### src/rtl/nand_rom_pkg.sv
package nand_rom_pkg;

  typedef enum logic [1:0] {RM_LOW, RM_HIGH, RM_SPARE} rd_mode_e;
  typedef enum logic [1:0] {OM_DATA, OM_STATUS, OM_ID} out_mode_e;
  typedef enum logic [2:0] {S_IDLE, S_ADDR, S_LOAD, S_STREAM, S_RESET} seq_state_e;

  localparam logic [7:0] CMD_RD_LOW   = 8'h00;
  localparam logic [7:0] CMD_RD_HIGH  = 8'h01;
  localparam logic [7:0] CMD_RD_SPARE = 8'h50;
  localparam logic [7:0] CMD_STATUS   = 8'h70;
  localparam logic [7:0] CMD_IDENT    = 8'h90;
  localparam logic [7:0] CMD_RESET    = 8'hFF;

  // first column streamed after the address phase
  function automatic logic [15:0] start_col(rd_mode_e m, logic [7:0] c, int unsigned page_bytes);
    case (m)
      RM_HIGH:  return 16'(page_bytes / 2) + {8'd0, c};
      RM_SPARE: return 16'(page_bytes) + {12'd0, c[3:0]};
      default:  return {8'd0, c};
    endcase
  endfunction

  // column streamed first after an automatic page crossing
  function automatic logic [15:0] wrap_col(rd_mode_e m, int unsigned page_bytes);
    return (m == RM_SPARE) ? 16'(page_bytes) : 16'd0;
  endfunction

  function automatic logic [7:0] status_byte(logic ready);
    return {1'b1, ready, 6'd0};
  endfunction

  function automatic logic is_read_cmd(logic [7:0] c);
    return (c == CMD_RD_LOW) || (c == CMD_RD_HIGH) || (c == CMD_RD_SPARE);
  endfunction

endpackage

### src/rtl/nand_rom_edge.sv
module nand_rom_edge #(
  parameter int W = 2
) (
  input  logic         clk,
  input  logic         rst_n,
  input  logic [W-1:0] pin,
  output logic [W-1:0] rise,
  output logic [W-1:0] fall
);
  logic [W-1:0] q;

  always_ff @(posedge clk or negedge rst_n) begin
    if (!rst_n) q <= '1;
    else        q <= pin;
  end

  assign rise = pin & ~q;
  assign fall = ~pin & q;
endmodule

### src/rtl/nand_rom_loader.sv
module nand_rom_loader #(
  parameter int PAGE_BYTES  = 512,
  parameter int ROW_W       = 16,
  parameter int ARR_LAT     = 2,
  parameter int LOAD_CYCLES = 560,
  parameter int RST_CYCLES  = 24
) (
  input  logic                                  clk,
  input  logic                                  rst_n,
  input  logic                                  start_load,
  input  logic                                  start_rst,
  input  logic                                  abort,
  input  logic [ROW_W-1:0]                      row,
  output logic                                  arr_en,
  output logic [ROW_W+$clog2(PAGE_BYTES)-1:0]   arr_addr,
  input  logic [7:0]                            arr_rdata,
  input  logic [$clog2(PAGE_BYTES)-1:0]         rd_col,
  output logic [7:0]                            rd_data,
  output logic                                  busy,
  output logic                                  done
);
  localparam int DCOL_W    = $clog2(PAGE_BYTES);
  localparam int FILL_MIN  = PAGE_BYTES + ARR_LAT + 1;
  localparam int LOAD_BUSY = (LOAD_CYCLES > FILL_MIN) ? LOAD_CYCLES : FILL_MIN;
  localparam int MAX_BUSY  = (LOAD_BUSY > RST_CYCLES) ? LOAD_BUSY : RST_CYCLES;
  localparam int CNT_W     = $clog2(MAX_BUSY + 1);

  logic [CNT_W-1:0]  cnt, lim;
  logic              active, fill;
  logic [ROW_W-1:0]  row_q;
  logic [ARR_LAT-1:0] pv;
  logic [DCOL_W-1:0] pidx [ARR_LAT];
  logic [7:0]        page_mem [PAGE_BYTES];

  always_ff @(posedge clk or negedge rst_n) begin
    if (!rst_n) begin
      active <= 1'b0;
      fill   <= 1'b0;
      cnt    <= '0;
      lim    <= '0;
      row_q  <= '0;
    end else if (start_rst) begin
      active <= 1'b1;
      fill   <= 1'b0;
      cnt    <= '0;
      lim    <= CNT_W'(RST_CYCLES);
    end else if (abort) begin
      active <= 1'b0;
    end else if (start_load) begin
      active <= 1'b1;
      fill   <= 1'b1;
      cnt    <= '0;
      lim    <= CNT_W'(LOAD_BUSY);
      row_q  <= row;
    end else if (active) begin
      if (cnt == lim - CNT_W'(1)) active <= 1'b0;
      else                        cnt    <= cnt + CNT_W'(1);
    end
  end

  assign done     = active && !abort && !start_rst && (cnt == lim - CNT_W'(1));
  assign busy     = active;
  assign arr_en   = active && fill && (32'(cnt) < PAGE_BYTES);
  assign arr_addr = {row_q, cnt[DCOL_W-1:0]};

  // return path: request tags travel ARR_LAT stages beside the array latency
  always_ff @(posedge clk or negedge rst_n) begin
    if (!rst_n) begin
      pv <= '0;
      for (int i = 0; i < ARR_LAT; i++) pidx[i] <= '0;
    end else begin
      pv[0]   <= arr_en && !abort && !start_rst;
      pidx[0] <= cnt[DCOL_W-1:0];
      for (int i = 1; i < ARR_LAT; i++) begin
        pv[i]   <= pv[i-1];
        pidx[i] <= pidx[i-1];
      end
    end
  end

  always_ff @(posedge clk) begin
    if (pv[ARR_LAT-1]) page_mem[pidx[ARR_LAT-1]] <= arr_rdata;
  end

  assign rd_data = page_mem[rd_col];
endmodule

### src/rtl/nand_rom_seq.sv
module nand_rom_seq
  import nand_rom_pkg::*;
#(
  parameter int PAGE_BYTES  = 512,
  parameter int SPARE_BYTES = 16,
  parameter int ROW_W       = 16
) (
  input  logic                                     clk,
  input  logic                                     rst_n,
  input  logic                                     ce_n,
  input  logic                                     cle,
  input  logic                                     ale,
  input  logic [7:0]                               io_in,
  input  logic                                     we_rise,
  input  logic                                     re_rise,
  input  logic                                     done,
  output logic                                     start_load,
  output logic                                     start_rst,
  output logic                                     abort,
  output logic                                     page_cross,
  output logic [ROW_W-1:0]                         load_row,
  output logic [$clog2(PAGE_BYTES+SPARE_BYTES)-1:0] col_q,
  output seq_state_e                               state_q,
  output out_mode_e                                omode_q,
  output logic [1:0]                               id_idx_q
);
  localparam int TOTAL  = PAGE_BYTES + SPARE_BYTES;
  localparam int TCOL_W = $clog2(TOTAL);

  rd_mode_e         mode_q;
  logic [1:0]       acnt_q;
  logic [7:0]       colb_q, rowlo_q;
  logic [ROW_W-1:0] row_q;
  logic             cmd_ev, addr_ev, adv_ev, last_col, addr_done;

  assign cmd_ev    = !ce_n && we_rise && cle && !ale;
  assign addr_ev   = !ce_n && we_rise && ale && !cle;
  assign adv_ev    = !ce_n && re_rise;
  assign last_col  = (col_q == TCOL_W'(TOTAL - 1));
  assign addr_done = addr_ev && (state_q == S_ADDR) && (acnt_q == 2'd2);

  assign start_rst  = cmd_ev && (io_in == CMD_RESET);
  assign abort      = ce_n && (state_q inside {S_ADDR, S_LOAD, S_STREAM});
  assign page_cross = adv_ev && (state_q == S_STREAM) && (omode_q == OM_DATA) && last_col;
  assign start_load = !start_rst && (addr_done || page_cross);
  assign load_row   = (state_q == S_ADDR) ? ROW_W'({io_in, rowlo_q}) : row_q + ROW_W'(1);

  always_ff @(posedge clk or negedge rst_n) begin
    if (!rst_n) begin
      state_q  <= S_IDLE;
      omode_q  <= OM_DATA;
      mode_q   <= RM_LOW;
      acnt_q   <= '0;
      colb_q   <= '0;
      rowlo_q  <= '0;
      row_q    <= '0;
      col_q    <= '0;
      id_idx_q <= '0;
    end else if (start_rst) begin
      state_q <= S_RESET;
      omode_q <= OM_DATA;
    end else if (abort) begin
      state_q <= S_IDLE;
    end else begin
      if (cmd_ev) begin
        if (io_in == CMD_STATUS) begin
          omode_q <= OM_STATUS;
        end else if (state_q != S_LOAD && state_q != S_RESET) begin
          if (is_read_cmd(io_in)) begin
            mode_q  <= (io_in == CMD_RD_HIGH)  ? RM_HIGH :
                       (io_in == CMD_RD_SPARE) ? RM_SPARE : RM_LOW;
            state_q <= S_ADDR;
            acnt_q  <= '0;
            omode_q <= OM_DATA;
          end else if (io_in == CMD_IDENT) begin
            omode_q  <= OM_ID;
            id_idx_q <= '0;
            state_q  <= S_IDLE;
          end
        end
      end
      if (addr_ev && state_q == S_ADDR) begin
        acnt_q <= acnt_q + 2'd1;
        case (acnt_q)
          2'd0:    colb_q  <= io_in;
          2'd1:    rowlo_q <= io_in;
          default: begin
            row_q   <= load_row;
            col_q   <= TCOL_W'(start_col(mode_q, colb_q, PAGE_BYTES));
            state_q <= S_LOAD;
          end
        endcase
      end
      if (done && state_q == S_LOAD)  state_q <= S_STREAM;
      if (done && state_q == S_RESET) state_q <= S_IDLE;
      if (adv_ev) begin
        if (page_cross) begin
          col_q   <= TCOL_W'(wrap_col(mode_q, PAGE_BYTES));
          row_q   <= load_row;
          state_q <= S_LOAD;
        end else if (state_q == S_STREAM && omode_q == OM_DATA) begin
          col_q <= col_q + TCOL_W'(1);
        end
        if (omode_q == OM_ID && id_idx_q != 2'd2) id_idx_q <= id_idx_q + 2'd1;
      end
    end
  end
endmodule

### src/rtl/nand_rom_front.sv
module nand_rom_front
  import nand_rom_pkg::*;
#(
  parameter int         PAGE_BYTES  = 512,
  parameter int         SPARE_BYTES = 16,
  parameter int         PAGE_BITS   = 5,
  parameter int         BLOCK_BITS  = 11,
  parameter int         ARR_LAT     = 2,
  parameter int         LOAD_CYCLES = 560,
  parameter int         RST_CYCLES  = 24,
  parameter logic [7:0] ID_MAKER    = 8'hA7,
  parameter logic [7:0] ID_DEVICE   = 8'h3C
) (
  input  logic        clk,
  input  logic        rst_n,
  input  logic        ce_n,
  input  logic        cle,
  input  logic        ale,
  input  logic        we_n,
  input  logic        re_n,
  input  logic [7:0]  io_in,
  output logic [7:0]  io_out,
  output logic        io_oe,
  output logic        rdy,
  output logic        arr_en,
  output logic [PAGE_BITS+BLOCK_BITS+$clog2(PAGE_BYTES)-1:0] arr_addr,
  input  logic [7:0]  arr_rdata
);
  localparam int ROW_W  = PAGE_BITS + BLOCK_BITS;
  localparam int DCOL_W = $clog2(PAGE_BYTES);
  localparam int TCOL_W = $clog2(PAGE_BYTES + SPARE_BYTES);

  logic [1:0]        rise, fall;
  logic              we_rise, re_rise;
  logic              busy, done;
  logic [7:0]        rd_data, data_byte, id_byte;
  logic [ROW_W-1:0]  load_row;
  logic [TCOL_W-1:0] col_q;
  seq_state_e        state_q;
  out_mode_e         omode_q;
  logic [1:0]        id_idx_q;

  // named events for the checker
  logic evt_load_start, evt_page_cross, evt_abort, in_reset, spare_col;

  nand_rom_edge #(.W(2)) edge_i (
    .clk(clk), .rst_n(rst_n), .pin({re_n, we_n}), .rise(rise), .fall(fall)
  );
  assign we_rise = rise[0];
  assign re_rise = rise[1];

  nand_rom_seq #(
    .PAGE_BYTES(PAGE_BYTES), .SPARE_BYTES(SPARE_BYTES), .ROW_W(ROW_W)
  ) seq_i (
    .clk(clk), .rst_n(rst_n), .ce_n(ce_n), .cle(cle), .ale(ale), .io_in(io_in),
    .we_rise(we_rise), .re_rise(re_rise), .done(done),
    .start_load(evt_load_start), .start_rst(in_reset_start), .abort(evt_abort),
    .page_cross(evt_page_cross), .load_row(load_row), .col_q(col_q),
    .state_q(state_q), .omode_q(omode_q), .id_idx_q(id_idx_q)
  );

  logic in_reset_start;

  nand_rom_loader #(
    .PAGE_BYTES(PAGE_BYTES), .ROW_W(ROW_W), .ARR_LAT(ARR_LAT),
    .LOAD_CYCLES(LOAD_CYCLES), .RST_CYCLES(RST_CYCLES)
  ) loader_i (
    .clk(clk), .rst_n(rst_n), .start_load(evt_load_start), .start_rst(in_reset_start),
    .abort(evt_abort), .row(load_row), .arr_en(arr_en), .arr_addr(arr_addr),
    .arr_rdata(arr_rdata), .rd_col(col_q[DCOL_W-1:0]), .rd_data(rd_data),
    .busy(busy), .done(done)
  );

  assign in_reset  = (state_q == S_RESET);
  assign spare_col = (col_q >= TCOL_W'(PAGE_BYTES));
  assign data_byte = (state_q == S_STREAM && !spare_col) ? rd_data : 8'hFF;
  assign id_byte   = (id_idx_q == 2'd0) ? ID_MAKER :
                     (id_idx_q == 2'd1) ? ID_DEVICE : 8'hFF;

  always_comb begin
    case (omode_q)
      OM_STATUS: io_out = status_byte(!busy);
      OM_ID:     io_out = id_byte;
      default:   io_out = data_byte;
    endcase
  end

  assign io_oe = !ce_n && !re_n;
  assign rdy   = !busy;
endmodule

### config.mk
export PLATFORM = sky130hd
export DESIGN_NAME = nand_rom_front
export DESIGN_NICKNAME = d
export VERILOG_FILES = /design/src/rtl/nand_rom_pkg.sv /design/src/rtl/nand_rom_edge.sv /design/src/rtl/nand_rom_loader.sv /design/src/rtl/nand_rom_seq.sv /design/src/rtl/nand_rom_front.sv
export SDC_FILE = /design/constraint.sdc
export NUM_CORES = 2
export LEC_CHECK = 0
export CORE_UTILIZATION = 50
export CTS_CLUSTER_DIAMETER = 120
export DETAILED_ROUTE_END_ITERATION = 8
export HOLD_SLACK_MARGIN = 0.1
export PLACE_DENSITY_LB_ADDON = 0.05
export RECOVER_POWER = 100
export SLEW_MARGIN = 0
export SYNTH_ARGS = -nofsm -noshare
export SYNTH_HDL_FRONTEND = slang
export SYNTH_SLANG_ARGS = --single-unit
### constraint.sdc
create_clock -name clk -period 4.1 [get_ports clk]
set_input_delay 1.025 -clock clk [delete_from_list [all_inputs] [get_ports clk]]
set_output_delay 1.025 -clock clk [all_outputs]
set_load 0.005 [all_outputs]
==> impl_metrics.py <==
metrics = {
    "outcome": {
        "status": "complete, but fails checks",
        "violations": "max-capacitance violations, max-slew violations, negative setup slack",
    },
    "sta": {
        "fmax_mhz": 171,
        "layout_min_cycle_time_ns": 5.86,
        "tightestPinTransition_ns": 4.29,
        "post-route-period-util_pct": 143,
        "rsz0062_at_grt": "true",
        "slew_violations": 1396,
        "finalHoldViolCount": 0,
        "tns_ns": -241.45,
        "max_slew_margin_pct": -186,
        "setup_slack_ns": -1.76,
        "finalClockSkew_ns": 0.0378,
        "setup_viol": 1380,
    },
    "critical_path": {
        "start_kind": "flop",
        "slowest_delay_ns": 0.56,
        "crit_path_end_kind": "output port",
        "slowest_stage": "o41a_1",
        "cp_max_fo": 12,
        "required_ns": 3.07,
        "crit_chain": "buf_12 -> buf_16 -> buf_12 -> buf_16 -> buf_4 -> mux4_2 -> a22oi_1 -> a21oi_2 -> nor3_4 -> buf_6 -> a2111oi_4 -> o41a_1 -> buf_2",
        "crit_arrival_ns": 4.84,
        "crit_type": "reg2out",
    },
    "floorplan": {
        "core_um2": 325000,
        "die_area_um2": 329000,
        "dieWidth_um": 574,
        "die_h_um": 574,
        "pin_count": 59,
        "initial_utilization_pct": 50.3,
        "rows": 209,
    },
    "logic_synthesis": {
        "synth_top_area_share_pct": 75.3,
        "seq_area_frac_synth_pct": 76.9,
        "yosys-top-cells-area": "edfxtp_1 (75%), mux4_2 (14%), dfrtp_1 (1.6%)",
        "yosysMostFrequentCell": "edfxtp_1",
        "synth_area_leader_cell": "edfxtp_1",
        "synth-seq-cells": 4201,
        "synth_edf_count": 4096,
        "avgSynthCellArea_um2": 21.0,
        "synth-warning-count": 0,
        "synth_area_um2": 163000,
        "syn_inst": 7791,
        "yosys-top-cells-count": "edfxtp_1 (4096), mux4_2 (1009), nor2_1 (603), a22oi_1 (245), clkbuf_1 (238)",
        "synth_nets": 7832,
        "ys_async_sr_fraction_pct": 2.50,
        "synth_ff_type": "edfxtp_1",
        "yosysUniqueCellTypes": 82,
    },
    "clock_network": {
        "hold_buffers": 0,
        "htree_levels": 5,
        "cts_buffers": 433,
        "numClockSinks": 4201,
        "cts.clk_slew.worst_paths_ns": 0.06,
        "clockBufferDepth": 4,
        "clkLatencyLatePin_ns": 1.01,
        "root_buffer": "clkbuf_16",
        "cts_tree": "built",
    },
    "layout": {
        "drive_gt1_share_pct": 33.5,
        "area_growth_pct": 21.2,
        "stdcell_count": 14285,
        "final_nets": 9626,
    },
    "routing": {
        "first_iter_violations": 12386,
        "num_vias": 90250,
        "avgViaCountPerCell": 6.32,
        "post_drt_wl_per_cell_um": 35.8,
        "drc": 0,
        "first_pass_iters": 6,
        "drtAntennaViolNets": 0,
        "totalWireLength_um": 511000,
    },
    "placed_design": {
        "numPortBuffers": 58,
        "place_ws_ns": -2.34,
        "gp_congestion": 0.905,
        "dpl.hpwl_um": 337000,
        "placedCellCount": 13268,
    },
    "pwr": {
        "p_leak_nw": 64.5,
        "ir_drop_mv": 0.415,
        "power_density_nw_per_um2": 565,
    },
    "global_routing": {
        "grt_pass1_vias": 89654,
        "grtUsageTotal_pct": 31.0,
        "antenna_found_initial": 31,
        "grt_pass1_wl_um": 712000,
        "busiest_layer": "met2",
        "met3_usage_pct": 5.71,
        "overflow": 0,
        "grt_util_met2_pct": 47.5,
        "use_met1_pct": 45.4,
        "grt_max_degree": 111,
    },
    "worst_hold_path": {
        "hold_path.class": "reg2reg",
    },
    "run": {
        "drv_cap": 25,
    },
}
area by class of cell:
| cell class | count | area [um^2] |
|---|---|---|
| timing repair buffer | 1850 | 15600 |
| sequential | 4201 | 126000 |
| inverter | 29 | 116 |
| multi-input combinational | 3070 | 37200 |
| tap | 4325 | 5410 |
| antenna | 17 | 42.5 |
| clock inverter | 280 | 2640 |
| clock buffer | 513 | 11300 |
| fill | 23499 | 127000 |
report_power, final:
group / switching [mW] / total, mW / internal [mW]
sequential: 0.277 / 47.6 / 47.4
combinational: 14.4 / 25.2 / 10.8
clock: 16.7 / 39.1 / 22.4
total: 31.4 / 112 / 80.6
per-stage QoR:
| stage | total power, mW | utilization, % | hold WS (ns) | cell area (um^2) |
|---|---|---|---|---|
| finish | 112 | 61.0 | 0.346 | 198000 |
| floorplan | 57.7 | - | 0.331 | 163000 |
| global route | 114 | 61.0 | 0.360 | 198000 |
| global placement | 70.7 | 55.9 | 0.336 | 182000 |
| detailed placement | 70.8 | 56.0 | 0.340 | 182000 |
| CTS | 112 | 61.5 | 0.138 | 200000 |
critical path: cells and delay by family, from the launching register on:
kind	cells	cell delay, ns
compound gates	4	1.11
buf+inv	7	1.22
flops	1	0.45
mux	1	0.47
simple gates	1	0.51
routing by layer:
metal | wire, um | vias up
met5 | 147 | -
met1 | 205000 | 48206
met3 | 50700 | 876
li1 | - | 36266
met2 | 235000 | 4880
met4 | 20300 | 22
cell families after synthesis:
| group | count (synthesis) | share of synthesized area [%] |
|---|---|---|
| flops | 4201 | 76.9 |
| mux | 1204 | 15.1 |
| simple gates | 1065 | 2.84 |
| compound gates | 753 | 3.20 |
| buf+inv | 520 | 1.62 |
| xor+xnor | 30 | 0.161 |
| fa+ha+maj | 18 | 0.138 |
sequential cells by signal, summed over array words and instances, names as in the netlist:
signal             count
loader_i.lim           3
seq_i.colb_q           8
edge_i.q               2
seq_i.mode_q           2
seq_i.rowlo_q          8
seq_i.acnt_q           2
loader_i.cnt          10
loader_i.pv            2
loader_i.row_q        16
loader_i.pidx         18
loader_i.busy          1
seq_i.state_q          3
seq_i.row_q           16
seq_i.id_idx_q         2
loader_i.page_mem   4096
seq_i.omode_q          2
seq_i.col_q           10
layout by cell type, fill, tap and decap left out, types with 31 or more instances in the layout:
cell type / n
nand2_1: 173
mux4_2: 1009
clkinv_1: 111
buf_4: 942
bufinv_16: 44
a22oi_2: 57
o21ai_0: 65
mux2i_1: 155
o22ai_1: 39
clkbuf_2: 97
dfrtp_1: 95
a22oi_1: 188
nand4_1: 34
nand3_1: 55
clkbuf_16: 443
buf_6: 52
clkbuf_1: 513
edfxtp_1: 4096
a21oi_1: 107
buf_12: 183
a22o_1: 42
dlygate4sd3_1: 31
clkinv_2: 82
nor2_1: 597
buf_16: 34
final timing paths:
kind | slack [ns] | endpoint | from | cells after the start
hold reg to reg | 0.35 | loader_i.pidx[5] | loader_i.pidx[14] | 0
max in group asynchronous | 1.72 | loader_i.pidx[15] | rst_n | 2
setup reg to reg | -0.68 | loader_i.page_mem[100][1] | loader_i.pidx[5] | 4
setup / recovery | -1.76 | io_out[0] | seq_i.col_q[0] | 13
hold / removal | 0.35 | loader_i.pidx[5] | loader_i.pidx[14] | 0
min in group asynchronous | 0.48 | seq_i.rowlo_q[3] | rst_n | 1
timing repair:
| item | in CTS | in global routing |
|---|---|---|
| pin swaps | 106 | 47 |
| hold endpoints to repair | 0 | 0 |
| gates cloned | 21 | 3 |
| setup buffers | 144 | 60 |
| gates resized for setup | 481 | 83 |
| setup endpoints to repair | 8 | 8 |
Note: power is estimated with default switching activity, not from simulation.
